## src/rtl/rst_hs_pkg.sv

```systemverilog
package rst_hs_pkg;
  localparam int CTL_REQ = 0;
  localparam int CTL_RDY = 1;
  localparam int CTL_CAT = 2;
  localparam int CTL_W   = 16;
  localparam int DOM_W   = 8;
  localparam int DOM_FULL = 0;
  localparam logic [DOM_W-1:0] DOM_PHYS  = 8'b1011_1110;
  localparam logic [DOM_W-1:0] DOM_VALID = 8'b1011_1111;
endpackage

```

## src/rtl/rst_hs_engine.sv

```systemverilog
module rst_hs_engine
  import rst_hs_pkg::*;
(
  input  logic clk,
  input  logic rst,
  input  logic ctl_wr,
  input  logic [31:0] wdata,
  input  logic quiesced,
  input  logic cat_raise,
  input  logic recover_done,
  output logic req_q,
  output logic rdy_q,
  output logic cat_q,
  output logic rec_q,
  output logic pending
);
  logic req_we, rec_start;

  assign req_we    = ctl_wr && wdata[CTL_W + CTL_REQ];
  assign rec_start = ctl_wr && wdata[CTL_W + CTL_CAT] && wdata[CTL_CAT] && cat_q && !rec_q;
  assign pending   = (req_q && !rdy_q) || rec_q;

  always_ff @(posedge clk) begin
    if (rst) begin
      req_q <= 1'b0;
      rdy_q <= 1'b0;
    end else begin
      if (req_we) req_q <= wdata[CTL_REQ];
      rdy_q <= req_q && quiesced;
    end
  end

  always_ff @(posedge clk) begin
    if (rst) begin
      cat_q <= 1'b0;
      rec_q <= 1'b0;
    end else begin
      if (rec_q && recover_done) begin
        cat_q <= 1'b0;
        rec_q <= 1'b0;
      end
      if (rec_start) rec_q <= 1'b1;
      if (cat_raise) cat_q <= 1'b1;
    end
  end


  req_masked_chk: assert property (@(posedge clk) disable iff (rst)
    (ctl_wr && !wdata[CTL_W + CTL_REQ]) |=> $stable(req_q));

  rec_needs_cat_chk: assert property (@(posedge clk) disable iff (rst)
    rec_q |-> cat_q);

  cat_clear_chk: assert property (@(posedge clk) disable iff (rst)
    $fell(cat_q) |-> $past(recover_done && rec_q));
endmodule

```

## src/rtl/rst_hs_timer.sv

```systemverilog
module rst_hs_timer #(
  parameter int TIMEOUT_CYC = 87500
) (
  input  logic clk,
  input  logic rst,
  input  logic pending,
  input  logic clr,
  output logic err_q
);
  localparam int CW = $clog2(TIMEOUT_CYC + 1);
  localparam logic [CW-1:0] LAST = CW'(TIMEOUT_CYC - 1);

  logic [CW-1:0] cnt_q;
  logic hit;

  assign hit = pending && (cnt_q == LAST);

  always_ff @(posedge clk) begin
    if (rst) begin
      cnt_q <= '0;
      err_q <= 1'b0;
    end else begin
      if (!pending) cnt_q <= '0;
      else if (cnt_q != LAST) cnt_q <= cnt_q + 1'b1;
      if (clr) err_q <= 1'b0;
      if (hit) err_q <= 1'b1;
    end
  end


  err_cause_chk: assert property (@(posedge clk) disable iff (rst)
    $rose(err_q) |-> $past(pending));

  err_sticky_chk: assert property (@(posedge clk) disable iff (rst)
    $fell(err_q) |-> $past(clr));
endmodule

```

## src/rtl/rst_hs_domains.sv

```systemverilog
module rst_hs_domains
  import rst_hs_pkg::*;
(
  input  logic clk,
  input  logic rst,
  input  logic dom_wr,
  input  logic [DOM_W-1:0] wmask,
  input  logic [DOM_W-1:0] ack,
  output logic [DOM_W-1:0] pend_q,
  output logic [DOM_W-1:0] rst_out
);
  logic [DOM_W-1:0] seen_q, seen_all, set_v;
  logic full_done;

  assign set_v     = dom_wr ? (wmask & DOM_VALID) : '0;
  assign seen_all  = (seen_q | ack) & DOM_PHYS;
  assign full_done = pend_q[DOM_FULL] && (seen_all == DOM_PHYS);

  generate
    for (genvar i = 0; i < DOM_W; i++) begin : g_dom
      if (DOM_PHYS[i]) begin : g_phys
        always_ff @(posedge clk) begin
          if (rst) begin
            pend_q[i] <= 1'b0;
            seen_q[i] <= 1'b0;
          end else begin
            if (pend_q[i] && ack[i]) pend_q[i] <= 1'b0;
            if (set_v[i]) pend_q[i] <= 1'b1;
            if (full_done) seen_q[i] <= 1'b0;
            else if (pend_q[DOM_FULL] && ack[i]) seen_q[i] <= 1'b1;
          end
        end
        assign rst_out[i] = pend_q[i] || pend_q[DOM_FULL];


        self_clear_chk: assert property (@(posedge clk) disable iff (rst)
          $fell(pend_q[i]) |-> $past(ack[i]));
      end else if (i == DOM_FULL) begin : g_full
        always_ff @(posedge clk) begin
          if (rst) pend_q[i] <= 1'b0;
          else begin
            if (full_done) pend_q[i] <= 1'b0;
            if (set_v[i]) pend_q[i] <= 1'b1;
          end
        end
        assign seen_q[i]  = 1'b0;
        assign rst_out[i] = 1'b0;
      end else begin : g_none
        assign pend_q[i]  = 1'b0;
        assign seen_q[i]  = 1'b0;
        assign rst_out[i] = 1'b0;
      end
    end
  endgenerate


  full_clear_chk: assert property (@(posedge clk) disable iff (rst)
    $fell(pend_q[DOM_FULL]) |-> $past(((seen_q | ack) & DOM_PHYS) == DOM_PHYS));

  full_drive_chk: assert property (@(posedge clk) disable iff (rst)
    pend_q[DOM_FULL] |-> ((rst_out & DOM_PHYS) == DOM_PHYS));
endmodule

```

## src/rtl/eng_rst_ctrl.sv

```systemverilog
module eng_rst_ctrl
  import rst_hs_pkg::*;
#(
  parameter int TIMEOUT_CYC = 87500
) (
  input  logic        clk,
  input  logic        rst,
  input  logic        wr_en,
  input  logic        wr_sel,
  input  logic [31:0] wr_data,
  input  logic        eng_quiesced,
  input  logic        eng_cat_raise,
  input  logic        eng_recover_done,
  input  logic [7:0]  dom_ack,
  output logic [15:0] ctl_rd,
  output logic [7:0]  dom_rd,
  output logic        timeout_err,
  output logic        eng_stop_req,
  output logic        eng_recover,
  output logic [7:0]  dom_rst
);
  logic req, rdy, cat, rec, pend;

  rst_hs_engine u_eng (
    .clk(clk), .rst(rst),
    .ctl_wr(wr_en && !wr_sel), .wdata(wr_data),
    .quiesced(eng_quiesced), .cat_raise(eng_cat_raise),
    .recover_done(eng_recover_done),
    .req_q(req), .rdy_q(rdy), .cat_q(cat), .rec_q(rec), .pending(pend)
  );

  rst_hs_timer #(.TIMEOUT_CYC(TIMEOUT_CYC)) u_tmr (
    .clk(clk), .rst(rst), .pending(pend), .clr(wr_en), .err_q(timeout_err)
  );

  rst_hs_domains u_dom (
    .clk(clk), .rst(rst),
    .dom_wr(wr_en && wr_sel), .wmask(wr_data[DOM_W-1:0]),
    .ack(dom_ack), .pend_q(dom_rd), .rst_out(dom_rst)
  );

  always_comb begin
    ctl_rd = '0;
    ctl_rd[CTL_REQ] = req;
    ctl_rd[CTL_RDY] = rdy;
    ctl_rd[CTL_CAT] = cat;
  end

  assign eng_stop_req = req;
  assign eng_recover  = rec;


  rdy_follows_chk: assert property (@(posedge clk) disable iff (rst)
    (!eng_stop_req || !eng_quiesced) |=> !ctl_rd[CTL_RDY]);
endmodule

```

## config.mk

```make
export PLATFORM = sky130hd
export DESIGN_NAME = eng_rst_ctrl
export DESIGN_NICKNAME = d
export VERILOG_FILES = /design/src/rtl/rst_hs_pkg.sv /design/src/rtl/rst_hs_engine.sv /design/src/rtl/rst_hs_timer.sv /design/src/rtl/rst_hs_domains.sv /design/src/rtl/eng_rst_ctrl.sv
export SDC_FILE = /design/constraint.sdc
export NUM_CORES = 1
export LEC_CHECK = 0
export BUFFER_PORTS_ARGS = -buffer_cell sky130_fd_sc_hd__buf_2
export CAP_MARGIN = 20
export CORE_ASPECT_RATIO = 1.4
export CORE_MARGIN = 3
export CORE_UTILIZATION = 32
export CTS_BUF_LIST = sky130_fd_sc_hd__clkbuf_16
export DETAILED_ROUTE_END_ITERATION = 16
export PLACE_DENSITY = 0.59
export SLEW_MARGIN = 20
export SYNTH_ARGS = -nofsm -noshare
export SYNTH_HDL_FRONTEND = slang
export SYNTH_SLANG_ARGS = --single-unit
export TNS_END_PERCENT = 20
```

## constraint.sdc

```tcl
create_clock -name clk -period 3.55 [get_ports clk]
set_clock_uncertainty 0.2 [all_clocks]
set_input_delay 0.5325 -clock clk [delete_from_list [all_inputs] [get_ports clk]]
set_output_delay 0.5325 -clock clk [all_outputs]
set_load 0.03 [all_outputs]
```

# Yosys cells after proc, flatten, opt, wreduce, memory -nomap -nowiden
# Cells that the tools add are included.
# Widths: inputs -> output; s select.
# totals
ff_bits	35
in_bits	47
word_cells	91
# classes
add_sub_neg	1
eq_ne	3
n_mux	20
bitwise_logic	2
reduce_logical	46
# ops
operator	count
$logic_and 1x1->1	24
$reduce_bool 2->1	10
$mux 1	19
$add 17x1->17 const B	1
$eq 17x17->1 const B	1
$ne 17x17->1 const B	1
$mux 8	1
$or 8x8->8	1
$logic_or 1x1->1	7
$eq 6x6->1 const B	1
$reduce_or 2->1	2
$logic_not 1->1	3
$not 1->1	1

# Logic depth before layout (Yosys ltp)
# Gate-level depths: netlist (run 1).
# logic_depth
depth_word	7
depth_mapped	5
depth_no_buf	5

# Modules after synthesis
# Synthesis (run 1) repeated with hierarchy kept, for this count alone.
# hier_totals
hier_cells	203
hier_area_um2	1742.9
# by_module_without_submodules
module	n_inst	cells_each	area_per_inst_um2	seq_area_each_um2
rst_hs_timer	1	105	893.4	360.3
rst_hs_domains	1	63	549.3	260.2
rst_hs_engine	1	16	160.2	80.1
eng_rst_ctrl	1	19	140.1	0.0

# Worst setup path before layout (run 1)
# OpenSTA, ideal clock, no wires.
# synth_timing
path_kind	register to register
startpoint	register u_tmr.cnt_q[0]
endpoint	register u_tmr.cnt_q[2]
setup_time_ps	114
arrival_time_ps	1594
t_required_ps	3236
path_slack_ps	1642
path_stages_with_launch	6
n_path_buf	0
cell_sequence	dfxtp_1 ha_1 nand2b_4 or4b_4 or2_4 a21o_1
# synth_between
elab_chain_cells	1
word_cells_on_any_way	2
# synth_lines
item	line_no	source
start: declaration	rst_hs_timer.sv:13	logic [CW-1:0] cnt_q;
start signal: assignment	rst_hs_timer.sv:24	else if (cnt_q != LAST) cnt_q <= cnt_q + 1'b1;
$add 17x1->17 or $ne 17x17->1 (tied branches)	rst_hs_timer.sv:24	
# Several ways; a longest one is shown, not always the timed one.
# A chain may end at the register's enable or synchronous reset.

# Final worst setup path (run 1)
# layout_timing
startpoint	register u_dom.pend_q[0]
endpoint	output port dom_rst[2]
# layout_between
elab_chain_cells	1
# layout_lines
item	line_no	source
start: declaration	rst_hs_domains.sv:9	output logic [DOM_W-1:0] pend_q,
start signal: indexed assignment	rst_hs_domains.sv:40	if (rst) pend_q[i] <= 1'b0;
start signal: indexed assignment	rst_hs_domains.sv:42	if (full_done) pend_q[i] <= 1'b0;
start signal: indexed assignment	rst_hs_domains.sv:43	if (set_v[i]) pend_q[i] <= 1'b1;
$logic_or 1x1->1	rst_hs_domains.sv:33	assign rst_out[i] = pend_q[i] || pend_q[DOM_FULL];
end: declaration	eng_rst_ctrl.sv:20	output logic [7:0] dom_rst
# No other way between the ends.

==> flow_summary.yaml, run 1 <==
status:
  status: "finished, final reports clean"
sta:
  rsz0062_at_grt: "no"
  hold_violations: 0
  min_period_over_period_pct: 57.0
  whs_ps: 241
  fin_setup_tns_ps: 0
  slew_viol_final: 0
  fmax_mhz: 494
  period_needed_ps: 2020
  setup_viol: 0
yosys:
  syn_area_um2: 1660
  yosysTopAreaCell: "dfxtp_1"
  synth_top_area_share_pct: 42.3
  syn_area_per_cell_um2: 8.41
  async_reset_ff_share_pct: 0
  ys_warn_count: 0
  synth-edff-count: 0
  ys_ff_latch: 35
  syn_inst: 197
  yosysSeqAreaShare_pct: 42.3
  ys.flop_type: "dfxtp_1"
  ys_types: 37
  synth_area_leaders: "dfxtp_1 42%, buf_4 8.6%, nor2_1 6.8%, xnor2_1 5.3%, a21oi_1 4.5%"
power_and_ir_drop:
  ir_worst_vdd_v: 0.000321
  p_leak_nw: 0.818
  p_per_area_nw_per_um2: 494
cells_and_area:
  antenna_cells: 0
  layout-drive-gt1-share_pct: 24.4
  syn2layout_area_growth_pct: 21.1
  fill_cells: 520
  layout_common_cells: "40 x buf_2, 35 x dfxtp_1, 30 x nor2_1"
  final_common_cell: "buf_2"
  nets: 285
  final_cells: 302
  utilization_pct: 40.8
  design_area_um2: 2010
min_path:
  hold_start: "u_tmr.err_q"
  hold_path.class: "flip-flop to flip-flop"
detailed_routing:
  drt_wl_total_um: 3470
  first_pass_iters: 4
  via_per_inst: 4.59
  ant_nets: 0
  wire_per_inst_um: 11.5
  dr.first_iter.drc_count: 81
  drc_errors: 0
  via_count: 1386
clock_network:
  cts_hold_buf: 0
  post_cts_buffers: 0
  root_buffer: "clkbuf_16"
  cts_tree: "yes"
  clk_path_buf_depth: 2
  cts_resized: 0
  clk_pin_slew_worst_paths_ps: 50
  clk_latency_ps: 280
  cts_inserted_buffers: 5
  cts_num_sinks: 35
  htree_levels: 2
critical_path:
  worstPathMaxFanout: 16
  worstPathRequired_ps: 2820
  startpoint: "u_dom.pend_q[0]"
  arrival_ps: 1290
  r2r-start: "u_tmr.cnt_q[0]"
  critPathKind: "flip-flop to output port"
  worstSetupStartpointType: "flip-flop"
  critPathCaptureType: "output port"
place:
  hpwl_um: 2570
  port_buffers: 40
  placed_cell_area_um2: 1840
  dp.cells: 294
  place_congestion: 0.775
global_routing:
  grt_pass1_vias: 1300
  antenna_found_initial: 0
  grt_max_degree: 19
  grt_pass1_wl_um: 5600
  overflow: 0
  grt_usage_pct: 12.2
floorplan:
  dieHeight_um: 91.1
  dieArea_um2: 6090
  core_um2: 4920
  io_pins: 82
  initial_core_util_pct: 33.7
  rows: 30
  dieWidth_um: 66.8
flow_run:
  drv_cap: 0
==> final timing paths <==
| path | slack [ps] | depth (start not counted) | to |
|---|---|---|---|
| worst max register to register | 1530 | 5 | u_tmr.cnt_q[2] |
| worst min-delay path | 240 | 2 | u_tmr.err_q |
| worst max-delay path | 1530 | 2 | dom_rst[2] |
| worst min register to register | 240 | 2 | u_tmr.err_q |
==> logic make-up after synthesis <==
kind of cell | share of synthesized area [%]
simple gates | 28.7
flops | 42.3
compound gates | 10.1
buf+inv | 10.4
xor+xnor | 6.87
fa+ha+maj | 0.755
other cells | 0.226
mux | 0.604
==> metrics by stage <==
stage               setup WS [ps]  total power [mW]
floorplan                    1640             0.497
global placement             1540             0.511
detailed placement           1530             0.511
CTS                          1520              1.00
global route                 1450              1.03
finish                       1530             0.991
==> synth_stat cells, types with 4 or more instances <==
cell and count:
nand4_1 8, nor2_1 30, buf_4 19, a21oi_1 15
or2_2 6, xnor2_1 10, nor4_1 4, inv_1 4
nand3_1 5, nand2_1 12, dfxtp_1 35, clkbuf_1 4
nor3_1 7, nor2b_1 9
==> power breakdown <==
part           switching [mW]  internal, mW
logic                  0.0669        0.0282
clock network           0.162         0.327
registers             0.00665         0.401
total                   0.235         0.756
==> routing by layer <==
| layer | global-route usage, % | share of wire, % | vias to the layer above |
|---|---|---|---|
| met2 | 20.9 | 50 | 44 |
| met3 | 5.20 | 7.7 | 7 |
| li1 | - | - | 718 |
| met4 | 6.61 | 2.6 | 0 |
| met5 | 0 | 0 | - |
| met1 | 12.1 | 40 | 617 |
==> registers in the layout (all words and copies together) (netlist names) <==
name and flops:
u_tmr.err_q 1, u_eng.rdy_q 1, u_eng.req_q 1, u_tmr.cnt_q 17, u_dom.seen_q 6, u_dom.pend_q 7
u_eng.cat_q 1, u_eng.rec_q 1
==> cell type report <==
cell class	count	area, um2	share of cell area (%)
flip-flops and latches	35	701	34.9
repair buffers	41	208	10.3
well taps	64	80.1	3.99
multi-input cells	150	840	41.8
clock buffers	5	125	6.23
inverters	4	15.0	0.748
clock inverters	3	38.8	1.93
==> worst max-delay path, stage by stage (launching register included) <==
cell	delay (ps)
dfxtp_1	620
or2_2	200
buf_2	180
No activity file was read; power rests on OpenSTA's default activity.
==> inputs of run 2 (changes only) <==
==> constraint.sdc (replaced) <==
create_clock -name clk -period 2.1 [get_ports clk]
set_clock_uncertainty 0.2 [all_clocks]
set_input_delay 0.315 -clock clk [delete_from_list [all_inputs] [get_ports clk]]
set_output_delay 0.315 -clock clk [all_outputs]
set_load 0.03 [all_outputs]
==> flow_summary.yaml, run 2 (synthesis gave the netlist of run 1 again) <==
cells_and_area:
  nets: 289
  syn2layout_area_growth_pct: 21.5
  final_common_cell: "buf_2"
  reg.largest.list: "u_tmr.cnt_q (17), u_dom.pend_q (7), u_dom.seen_q (6)"
  fill_cells: 521
  largest_reg_flops: 17
  largest-register: "u_tmr.cnt_q"
  layout_common_cells: "40 x buf_2, 35 x dfxtp_1, 30 x nor2_1"
  multi_input_area_um2: 846
  antenna_cells: 0
  layout-drive-gt1-share_pct: 25.7
  regArea_um2: 701
clock_network:
  clk_path_buf_depth: 2
  cts_inserted_buffers: 5
  htree_levels: 2
  root_buffer: "clkbuf_16"
  cts_num_sinks: 35
  cts_hold_buf: 0
  clk_pin_slew_worst_paths_ps: 50
  clk_latency_ps: 270
  cts_tree: "yes"
global_routing:
  grt_pass1_vias: 1299
  grt_pass1_wl_um: 5500
  antenna_found_initial: 0
  grt_max_degree: 19
  overflow: 0
  grt_usage_pct: 11.8
detailed_routing:
  wire_per_inst_um: 11.4
  drc_errors: 0
  drt_wl_total_um: 3470
  dr.first_iter.drc_count: 73
  first_pass_iters: 6
  via_per_inst: 4.61
  ant_nets: 0
  via_count: 1407
sta:
  fin_setup_tns_ps: 0
  period_needed_ps: 1930
  rsz0062_at_grt: "no"
  setup_slack_ps: 169
  hold_violations: 0
  setup_viol: 0
  min_period_over_period_pct: 91.9
  fmax_mhz: 518
  slew_viol_final: 0
floorplan:
  io_pins: 82
  dieHeight_um: 91.1
  initial_core_util_pct: 33.7
  dieWidth_um: 66.8
  rows: 30
  core_um2: 4920
  dieArea_um2: 6090
power_and_ir_drop:
  ir_worst_vdd_v: 0.000356
  swShare_pct: 24.4
  p_sw_mw: 0.372
  p_leak_nw: 0.825
  p_clk_share_pct: 44.1
  power.internal_mw: 1.15
  sequentialPowerShare_pct: 45.0
  p_per_area_nw_per_um2: 758
  p_comb_share_pct: 10.9
place:
  place_congestion: 0.769
  port_buffers: 40
  hpwl_um: 2650
  dp_slack_ps: 183
critical_path:
  worstSetupStartpointType: "flip-flop"
  arrival_ps: 1900
  critPathCaptureType: "flip-flop"
  worstPathRequired_ps: 2070
  worstPathMaxFanout: 4
  critPathKind: "flip-flop to flip-flop"
  cpPeakStageDelay_ps: 530
  cp_slowest_cell: "or4b_4"
  crit_chain: "ha_1, nand2b_4, or4b_4, or2_4, a21o_1"
status:
  status: "finished, final reports clean"
min_path:
  hold_path.class: "input port to flip-flop"
flow_run:
  drv_cap: 0
## run 2: changes by cell type in the layout (fill, tap and decap cells not counted), sizes merged
| cell | change |
|---|---|
| buf | +4 |
| bufinv | -1 |
## run 2: repair_timing
item,4_1_cts,5_1_grt
endpoints found under the setup margin,0,1
buffers inserted,0,0
resized for setup,0,1
## run 2: path summary, 6_finish.rpt
kind	from	to	slack, ps	cells after the start
setup / recovery	u_tmr.cnt_q[1]	u_tmr.cnt_q[2]	170	5
hold / removal	eng_cat_raise	u_eng.cat_q	50	3
setup reg to reg	u_tmr.cnt_q[1]	u_tmr.cnt_q[2]	170	5
hold reg to reg	u_tmr.err_q	u_tmr.err_q	240	2
## run 2: power groups by stage
stage	combinational (mW)	sequential, mW	clock, mW
floorplan	0.129	0.711	0
global placement	0.167	0.701	0
detailed placement	0.167	0.701	0
CTS	0.167	0.687	0.706
global route	0.179	0.688	0.727
finish	0.166	0.687	0.673
## run 2: area by class of cell
type | count | area share (%)
Multi-Input combinational cell | 150 | 42.0
Sequential cell | 35 | 34.8
Timing Repair Buffer | 45 | 11.8
Clock buffer | 5 | 6.22
Tap cell | 64 | 3.98
Inverter | 4 | 0.746
Clock inverter | 2 | 0.435
## run 2: metal layers
| metal | track usage (%) | vias to the layer above | part of all wire (%) | routed length (um) |
|---|---|---|---|---|
| met5 | 0 | - | 0 | 0 |
| met3 | 3.59 | 6 | 7.3 | 252 |
| met2 | 21.1 | 44 | 51 | 1770 |
| met4 | 6.10 | 0 | 2.2 | 77 |
| li1 | - | 720 | - | - |
| met1 | 11.9 | 637 | 39 | 1370 |
## run 2: worst max-delay path: cells and delay by family, from the launching register on
family          cells  cell delay [ps]
compound gates      1              150
flops               1              380
simple gates        3              860
fa+ha+maj           1              250
## run 2: per-stage QoR
step                      power [mW]  utilization, %  hold WS [ps]  instance area, um2  instances
after floorplan                0.840               -           187                1710        212
after global placement         0.867            38.1           235                1870        298
after detailed placement       0.868            38.1           238                1870        298
after CTS                       1.56            40.8          42.4                2010        305
after global routing            1.60            40.9          53.6                2010        305
final                           1.53            40.9          49.6                2010        305
